$ cat config.mk
export PLATFORM = sky130hd
export DESIGN_NAME = stream_prefetch_buffer
export DESIGN_NICKNAME = d
export VERILOG_FILES = /design/src/rtl/spb_pkg.sv /design/src/rtl/spb_control.sv /design/src/rtl/spb_datapath.sv /design/src/rtl/stream_prefetch_buffer.sv
export SDC_FILE = /design/constraint.sdc
export NUM_CORES = 1
export LEC_CHECK = 0
export ABC_AREA = 1
export BUFFER_PORTS_ARGS = -buffer_cell sky130_fd_sc_hd__buf_2
export CORE_MARGIN = 2
export CORE_UTILIZATION = 52
export CTS_BUF_LIST = sky130_fd_sc_hd__clkbuf_2
export DETAILED_ROUTE_END_ITERATION = 7
export PLACE_DENSITY = 0.69
export SLEW_MARGIN = 5
export SYNTH_ARGS = -nofsm -noshare
export SYNTH_HDL_FRONTEND = slang
export SYNTH_HIERARCHICAL = 1
export SYNTH_SLANG_ARGS = --single-unit
export TNS_END_PERCENT = 10
$ cat constraint.sdc
create_clock -name clk -period 5.52 [get_ports clk]
set_clock_uncertainty 0.2 [all_clocks]
set_input_delay 0.552 -clock clk [delete_from_list [all_inputs] [get_ports clk]]
set_output_delay 0.552 -clock clk [all_outputs]
set_load 0.02 [all_outputs]
$ cat src/rtl/spb_pkg.sv
package spb_pkg;
  // Strobes from the control to the datapath, all valid in the same cycle.
  typedef struct packed {
    logic flush;  // drop all entries, restart the stream at missAddr + 1
    logic pop;    // head matched and filled: return its data
    logic alloc;  // request accepted: tag the allocation slot
    logic fill;   // response for the current stream: write data
  } spb_ctrl_t;
endpackage

$ cat src/rtl/spb_control.sv
module spb_control
  import spb_pkg::*;
#(
  parameter int DEPTH   = 4,
  parameter int MAX_OUT = 2 * DEPTH,
  localparam int PTR_W  = $clog2(DEPTH),
  localparam int CNT_W  = $clog2(DEPTH + 1),
  localparam int OUT_W  = $clog2(MAX_OUT + 1)
) (
  input  logic             clk,
  input  logic             rstN,
  input  logic             missValid,
  input  logic             headMatch,
  input  logic             memReqReady,
  input  logic             memRespValid,
  output spb_ctrl_t        ctrl,
  output logic [PTR_W-1:0] headIdx,
  output logic [PTR_W-1:0] allocIdx,
  output logic [PTR_W-1:0] fillIdx,
  output logic             memReqValid
);
  localparam logic [CNT_W-1:0] FULL     = CNT_W'(DEPTH);
  localparam logic [OUT_W-1:0] OUT_LIMIT = OUT_W'(MAX_OUT);

  logic [CNT_W-1:0] allocCnt, filledCnt, inflight;
  logic [OUT_W-1:0] staleCnt, outTotal;
  logic [PTR_W-1:0] headPtr;
  logic             active;
  logic             hit, respStale, respCur;

  assign inflight  = allocCnt - filledCnt;
  assign outTotal  = staleCnt + OUT_W'(inflight);
  assign hit       = missValid && (filledCnt != '0) && headMatch;
  assign respStale = memRespValid && (staleCnt != '0);
  assign respCur   = memRespValid && (staleCnt == '0);

  assign memReqValid = active && !missValid && (allocCnt < FULL) && (outTotal < OUT_LIMIT);

  always_comb begin
    ctrl.pop   = hit;
    ctrl.flush = missValid && !hit;
    ctrl.alloc = memReqValid && memReqReady;
    ctrl.fill  = respCur && !ctrl.flush;
  end

  assign headIdx  = headPtr;
  assign allocIdx = headPtr + PTR_W'(allocCnt);
  assign fillIdx  = headPtr + PTR_W'(filledCnt);

  always_ff @(posedge clk) begin
    if (!rstN) begin
      allocCnt  <= '0;
      filledCnt <= '0;
      headPtr   <= '0;
      staleCnt  <= '0;
      active    <= 1'b0;
    end else if (ctrl.flush) begin
      allocCnt  <= '0;
      filledCnt <= '0;
      headPtr   <= '0;
      staleCnt  <= staleCnt - OUT_W'(respStale) + OUT_W'(inflight) - OUT_W'(respCur);
      active    <= 1'b1;
    end else begin
      allocCnt  <= allocCnt + CNT_W'(ctrl.alloc) - CNT_W'(hit);
      filledCnt <= filledCnt + CNT_W'(ctrl.fill) - CNT_W'(hit);
      headPtr   <= headPtr + PTR_W'(hit);
      staleCnt  <= staleCnt - OUT_W'(respStale);
    end
  end

  assert_no_overflow_R3: assert property (@(posedge clk) disable iff (!rstN)
    allocCnt <= FULL);
  assert_fill_order_R8: assert property (@(posedge clk) disable iff (!rstN)
    filledCnt <= allocCnt);
  assert_quiet_on_miss_R10: assert property (@(posedge clk) disable iff (!rstN)
    missValid |-> !memReqValid);
  assert_resp_owned_R9: assert property (@(posedge clk) disable iff (!rstN)
    memRespValid |-> (outTotal != '0));
endmodule

$ cat src/rtl/spb_datapath.sv
module spb_datapath
  import spb_pkg::*;
#(
  parameter int ADDR_W = 16,
  parameter int DATA_W = 32,
  parameter int DEPTH  = 4,
  localparam int PTR_W = $clog2(DEPTH)
) (
  input  logic              clk,
  input  logic              rstN,
  input  spb_ctrl_t         ctrl,
  input  logic [PTR_W-1:0]  headIdx,
  input  logic [PTR_W-1:0]  allocIdx,
  input  logic [PTR_W-1:0]  fillIdx,
  input  logic [ADDR_W-1:0] missAddr,
  input  logic [DATA_W-1:0] memRespData,
  output logic              headMatch,
  output logic [ADDR_W-1:0] memReqAddr,
  output logic              hitValid,
  output logic [DATA_W-1:0] hitData
);
  logic [ADDR_W-1:0] tagMem  [DEPTH];
  logic [DATA_W-1:0] dataMem [DEPTH];
  logic [ADDR_W-1:0] nextAddr;

  assign headMatch  = (tagMem[headIdx] == missAddr);
  assign memReqAddr = nextAddr;

  for (genvar e = 0; e < DEPTH; e++) begin : g_entry
    always_ff @(posedge clk) begin
      if (!rstN) begin
        tagMem[e]  <= '0;
        dataMem[e] <= '0;
      end else begin
        if (ctrl.alloc && allocIdx == PTR_W'(e)) tagMem[e]  <= nextAddr;
        if (ctrl.fill  && fillIdx  == PTR_W'(e)) dataMem[e] <= memRespData;
      end
    end
  end

  always_ff @(posedge clk) begin
    if (!rstN) begin
      nextAddr <= '0;
      hitValid <= 1'b0;
      hitData  <= '0;
    end else begin
      if (ctrl.flush)      nextAddr <= missAddr + ADDR_W'(1);
      else if (ctrl.alloc) nextAddr <= nextAddr + ADDR_W'(1);
      hitValid <= ctrl.pop;
      if (ctrl.pop) hitData <= dataMem[headIdx];
    end
  end

  assert_seq_addr_R2: assert property (@(posedge clk) disable iff (!rstN)
    ($past(ctrl.alloc) && !$past(ctrl.flush)) |-> (nextAddr == $past(nextAddr) + ADDR_W'(1)));
endmodule

$ cat src/rtl/stream_prefetch_buffer.sv
module stream_prefetch_buffer
  import spb_pkg::*;
#(
  parameter int ADDR_W  = 16,
  parameter int DATA_W  = 32,
  parameter int DEPTH   = 4,
  parameter int MAX_OUT = 2 * DEPTH,
  localparam int PTR_W  = $clog2(DEPTH)
) (
  input  logic              clk,
  input  logic              rstN,
  input  logic              missValid,
  input  logic [ADDR_W-1:0] missAddr,
  output logic              hitValid,
  output logic [DATA_W-1:0] hitData,
  output logic              memReqValid,
  output logic [ADDR_W-1:0] memReqAddr,
  input  logic              memReqReady,
  input  logic              memRespValid,
  input  logic [DATA_W-1:0] memRespData
);
  spb_ctrl_t        ctrl;
  logic [PTR_W-1:0] headIdx, allocIdx, fillIdx;
  logic             headMatch;

  spb_control #(.DEPTH(DEPTH), .MAX_OUT(MAX_OUT)) u_ctrl (
    .clk, .rstN, .missValid, .headMatch, .memReqReady, .memRespValid,
    .ctrl, .headIdx, .allocIdx, .fillIdx, .memReqValid
  );

  spb_datapath #(.ADDR_W(ADDR_W), .DATA_W(DATA_W), .DEPTH(DEPTH)) u_dp (
    .clk, .rstN, .ctrl, .headIdx, .allocIdx, .fillIdx, .missAddr, .memRespData,
    .headMatch, .memReqAddr, .hitValid, .hitData
  );

  assert_hit_after_miss_R4: assert property (@(posedge clk) disable iff (!rstN)
    hitValid |-> $past(missValid));
  assert_req_hold_R10: assert property (@(posedge clk) disable iff (!rstN)
    (memReqValid && !memReqReady && !missValid) |=>
      (missValid || (memReqValid && $stable(memReqAddr))));
endmodule

Word level (Yosys, flattened, before mapping)
Memory sizes are Yosys's and may differ from the RTL's. A register that Yosys moved wholly into a read port is not among the register bits.
Cells that the tools add are included.
{ "word_totals": {"reg_bits": 30, "latchBits": 0, "mem_bits_rw": 192, "mem_bits_ro": 0, "input_bits": 53, "out_inout_bits": 50, "memories": 2} }
{ "op_classes": {"n_addsub": 14, "mul": 0, "div": 0, "order_cmp": 2, "n_eq_ne": 7, "n_shift": 0, "mux": 37, "bitwise_logic": 9, "n_reduce_logical": 29} }
{ "mem_list": {"columns": ["memory", "words", "word_bits", "rd", "rd_clocked_by_memory_dff", "wr", "line_no", "source"], "rows": [
  ["u_dp.dataMem", 4, 32, 1, 1, 4, "spb_datapath.sv:23", "logic [DATA_W-1:0] dataMem [DEPTH];"],
  ["u_dp.tagMem", 4, 16, 1, 1, 4, "spb_datapath.sv:22", "logic [ADDR_W-1:0] tagMem [DEPTH];"]
]} }
{ "op_table": {"columns": ["cell", "count"], "rows": [
  ["$mux 32", 4],
  ["$mux 16", 6],
  ["$add 16x1->16 const B", 2],
  ["$mux 1", 25],
  ["$logic_and 1x1->1", 18],
  ["$eq 16x16->1", 1],
  ["$add 4x3->4", 2],
  ["$eq 2x2->1 const B", 4],
  ["$or 1x1->1", 8],
  ["$sub 4x1->4", 2],
  ["$add 3x1->3", 2],
  ["$sub 3x1->3", 2],
  ["$add 2x2->2", 2],
  ["$eq 2x1->1 const B", 2],
  ["$logic_not 1->1", 4],
  ["$logic_not 2->1", 2],
  ["$logic_not 4->1", 1],
  ["$lt 4x4->1 const B", 1],
  ["$mux 4", 1],
  ["$reduce_bool 4->1", 1],
  ["$lt 3x3->1 const B", 1],
  ["$reduce_bool 3->1", 1],
  ["$sub 3x3->3", 1],
  ["$add 2x1->2", 1],
  ["4 further kinds", 4]
]} }

Depth between registers and ports, before layout
{ "depth": {"word_depth": 12, "ltp_mapped": 26, "depth_no_buf": 23} }

By module
Netlist, hierarchy kept.
{ "modules_own_cells": {"columns": ["mod", "n_inst", "cells_per_inst", "area_each_um2", "seq_area_each_um2"], "rows": [
  ["spb_datapath", 1, 1227, 11031.8, 6746.5],
  ["spb_control", 1, 135, 1093.5, 260.2]
]} }

Least setup slack after synthesis
OpenSTA, ideal clock, no wires.
{ "synth_path": {"kind": "register -> register", "startpoint": "register u_ctrl.filledCnt[1]", "endpoint": "memory u_dp.tagMem[0][0], enable pin", "arrival_ns": 3.587, "required_time_ns": 4.906, "slack_ns": 1.319, "path_stages_with_launch": 13, "n_path_buf": 0, "synth_period_minus_slack_ns": 4.201, "cell_sequence": "dfxtp_1 -> inv_1 -> fa_1 -> xnor2_1 -> inv_1 -> ha_1 -> a21oi_1 -> nand2_1 -> nand2_1 -> nand3_1 -> nor2_1 -> inv_1 -> o31ai_1"} }
{ "synth_lines": {"columns": ["element", "line_no", "source"], "rows": [
  ["from (decl)", "spb_control.sv:25", "logic [CNT_W-1:0] allocCnt, filledCnt, inflight;"],
  ["from (signal assigned)", "spb_control.sv:65", "filledCnt <= filledCnt + CNT_W'(ctrl.fill) - CNT_W'(hit);"],
  ["to (decl)", "spb_datapath.sv:22", null]
]} }

==> impl_results.md <==
- DRC violations left: 0
- First drt pass iteration count: 5
- Post-synth EDFFs: 192
- First-pass GRT wire length: 48000 um
- Hold Fails Final Rpt: 0
- Area of the die: 24600 um2
- Clock slew at reported path FFs: 0.10 ns
- ANT nets after route: 0
- CP Class: register to register
- Congestion Overflow GR: 0
- Gate power share: 13.4%
- Post-layout util: 61.2%
- Share of cells above drive strength 1: 17.8%
- Largest net degree at the start of global routing: 100
- Port bufs: 102
- Leakage Power: 6.40 nW
- Status: complete, no violations
- Row count: 55
- Main synth FF type: edfxtp_1
- Max Slew Vio Count: 0
- Critical path, cell by cell: buf_4, nand2_1, nand3_1, nand2_1, nand2_1, nand2_1, inv_1, nand2_1, nor2_1, nand2_1, nor2_1, nand3_2, inv_1, ha_1, inv_1, ha_1, inv_1, fa_1, or2_2, a21oi_2
- Die Wd: 157 um
- Tmin final: 4.59 ns
- Share of the synthesized area in the top cell type: 47.5%
- Critical path's slowest cell: buf_4
- Async SR Flop Fraction: 0%
- Design area: 13900 um2
- Initial antenna violation count: 1
- Maximum clock rate: 218 MHz
- Top cells by area, synth: edfxtp_1 (48%), nor2_1 (11%), dfxtp_1 (10%)
- Synthesized area per cell: 8.90 um2
- Drt wl/cell: 15.8 um
- Synthesized instance count: 1362
- Hold slack: 0.0821 ns
- Clock sink total: 254
- Core area: 22800 um2
- Final nets: 1597
- Critical Path Max Stage Delay: 0.75 ns
- Design Power: 4.13 mW
- Syn Nets: 1437
- Clock power share: 33.8%
- First DRT Iteration DRCs: 719
- Placer Congestion: 0.890
- Post-CTS Setup Bufs: 0
- Via count: 9794
- Crit path launch type: register
- PnR worst setup slack: 0.932 ns
- Root Buffer: clkbuf_2
- Synthesis-stage register bit count: 254
- RSZ-0062 raised after global routing: no
- Hold buffer count at CTS: 39
- Number of global-route vias before repair: 9686
- GR Util All Layers: 25.0%
- Initial Util: 53.2%
- Vias/cell: 5.18
- Post-place setup slack: 0.902 ns
- CP Data Required Time: 6.05 ns
- Crit-path max FO: 99
- Sw Pwr: 1.17 mW
- Yosys top cell by area: edfxtp_1
- CTS H-Tree Depth: 3
- DPL Wire Length: 18000 um
- Worst-Skew Late Latency: 0.85 ns
- Worst relative slew slack: 31.7%
- Max-Cap Viols: 0
- Period utilisation layout: 83.1%
- Total internal power: 2.97 mW
- Cell count after placement: 1727
- CTS tree: done
- Post-CTS sizing: 0
- Worst IR Drop VDD: 0.136 mV
- Die height: 157 um
- Area Overhead vs Synth: 15.0%
- CP arrival: 5.12 ns
- Cell area after synthesis: 12100 um2
- Seq pwr share: 52.8%
- Setup crit end kind: register
- Final WL: 29900 um
- Sequential area share after synthesis: 57.8%
- Worst-Margin Slew: 1.02 ns
- Sw frac: 28.2%
- CTS Buffer Depth: 3
- Hold crit path type: input pin to register
- Total CTS buffers: 67
- Synth cell types: 39
- Most numerous cell on the critical path: nand2_1
- Setup_tns: 0 ns
- Final setup viols: 0
- # IOs: 103
- Yosys Warn Count: 6
- Pwr dens: 296 nW/um2
- Final Instance Count excl. Fillers: 1890
- Placement-stage cell area: 12900 um2
## final cells by class
cell class,instances,area (um2)
antenna,1,2.50
sequential,254,7010
timing repair buffer,160,1060
multi-input combinational,883,4230
inverter,156,586
clock inverter,14,130
tap,313,392
clock buffer,109,546
fill,1998,8830
## power by group through the flow
stage / clock (mW) / combinational, mW / sequential [mW]
2_1_floorplan: 0 / 0.363 / 2.23
3_3_place_gp: 0 / 0.513 / 2.22
3_5_place_dp: 0 / 0.528 / 2.22
4_1_cts: 1.43 / 0.554 / 2.18
5_1_grt: 1.53 / 0.630 / 2.19
6_report: 1.40 / 0.555 / 2.18
## Yosys cell counts (4+ instances only)
cell / n
nor2_1: 347
nand2_1: 201
edfxtp_1: 192
inv_1: 151
o21ai_0: 100
nand3_1: 65
dfxtp_1: 62
clkbuf_1: 42
o22ai_1: 32
a21oi_1: 19
buf_2: 19
ha_1: 18
nand4_1: 18
o21ai_1: 12
xor2_1: 12
xnor2_1: 11
nor2_2: 7
o21ai_2: 6
inv_2: 5
nand2_2: 5
fa_1: 4
o31ai_1: 4
## worst max-delay path, delay by kind of cell, from the launching register on
| kind | cells | cell delay [ns] |
|---|---|---|
| compound gates | 1 | 0.13 |
| fa+ha+maj | 3 | 0.85 |
| buf+inv | 5 | 1.38 |
| flops | 1 | 0.34 |
| simple gates | 11 | 1.59 |
## sequential cells by signal (all words and copies together) (netlist names)
signal / flops
u_dp/dataMem: 128
u_dp/tagMem: 64
u_dp/hitData: 32
u_dp/memReqAddr: 16
u_ctrl/staleCnt: 4
u_ctrl/allocCnt: 3
u_ctrl/filledCnt: 3
u_ctrl/headIdx: 2
u_ctrl/active: 1
u_dp/hitValid: 1
## kinds of logic after synthesis
logic type               count (synthesis)  share of synthesized area (%)
XOR/XNOR                                23                           1.66
AO/OA/AOI/OAI                          180                           8.26
adder cells (fa/ha/maj)                 22                           2.52
flip-flops                             254                           57.8
buffers and inverters                  225                           7.51
AND/OR/NAND/NOR                        658                           22.3
## worst paths after layout
kind                      from             endpoint  slack (ns)  cells past startpoint
max          u_ctrl/headIdx[0]   u_ctrl/allocCnt[2]        0.93                     20
min               missAddr[13]  u_dp/memReqAddr[13]        0.08                      7
max reg2reg  u_ctrl/headIdx[0]   u_ctrl/allocCnt[2]        0.93                     20
min reg2reg      u_ctrl/active        u_ctrl/active        0.28                      2
## per-layer routing
metal / track usage [%] / wire length (um) / up-vias
met3: 4.51 / 2090 / 67
met2: 41.8 / 14500 / 367
li1: - / - / 4820
met4: 11.4 / 707 / 0
met5: 0 / 0 / -
met1: 31.8 / 12600 / 4540
## cells in the final DEF, fill, tap and decap left out, types with 11 or more instances in the layout
cell type      count
buf_2            102
clkbuf_2         109
edfxtp_1         192
inv_1            151
buf_4             18
a21oi_1           19
xnor2_1           11
o22ai_1           32
o21ai_1           12
o21ai_0          100
nor2_1           347
dfxtp_1           60
xor2_1            12
ha_1              18
dlygate4sd3_1     39
nand2_1          201
nand4_1           18
nand3_1           65
(Power assumes the default switching activity.)
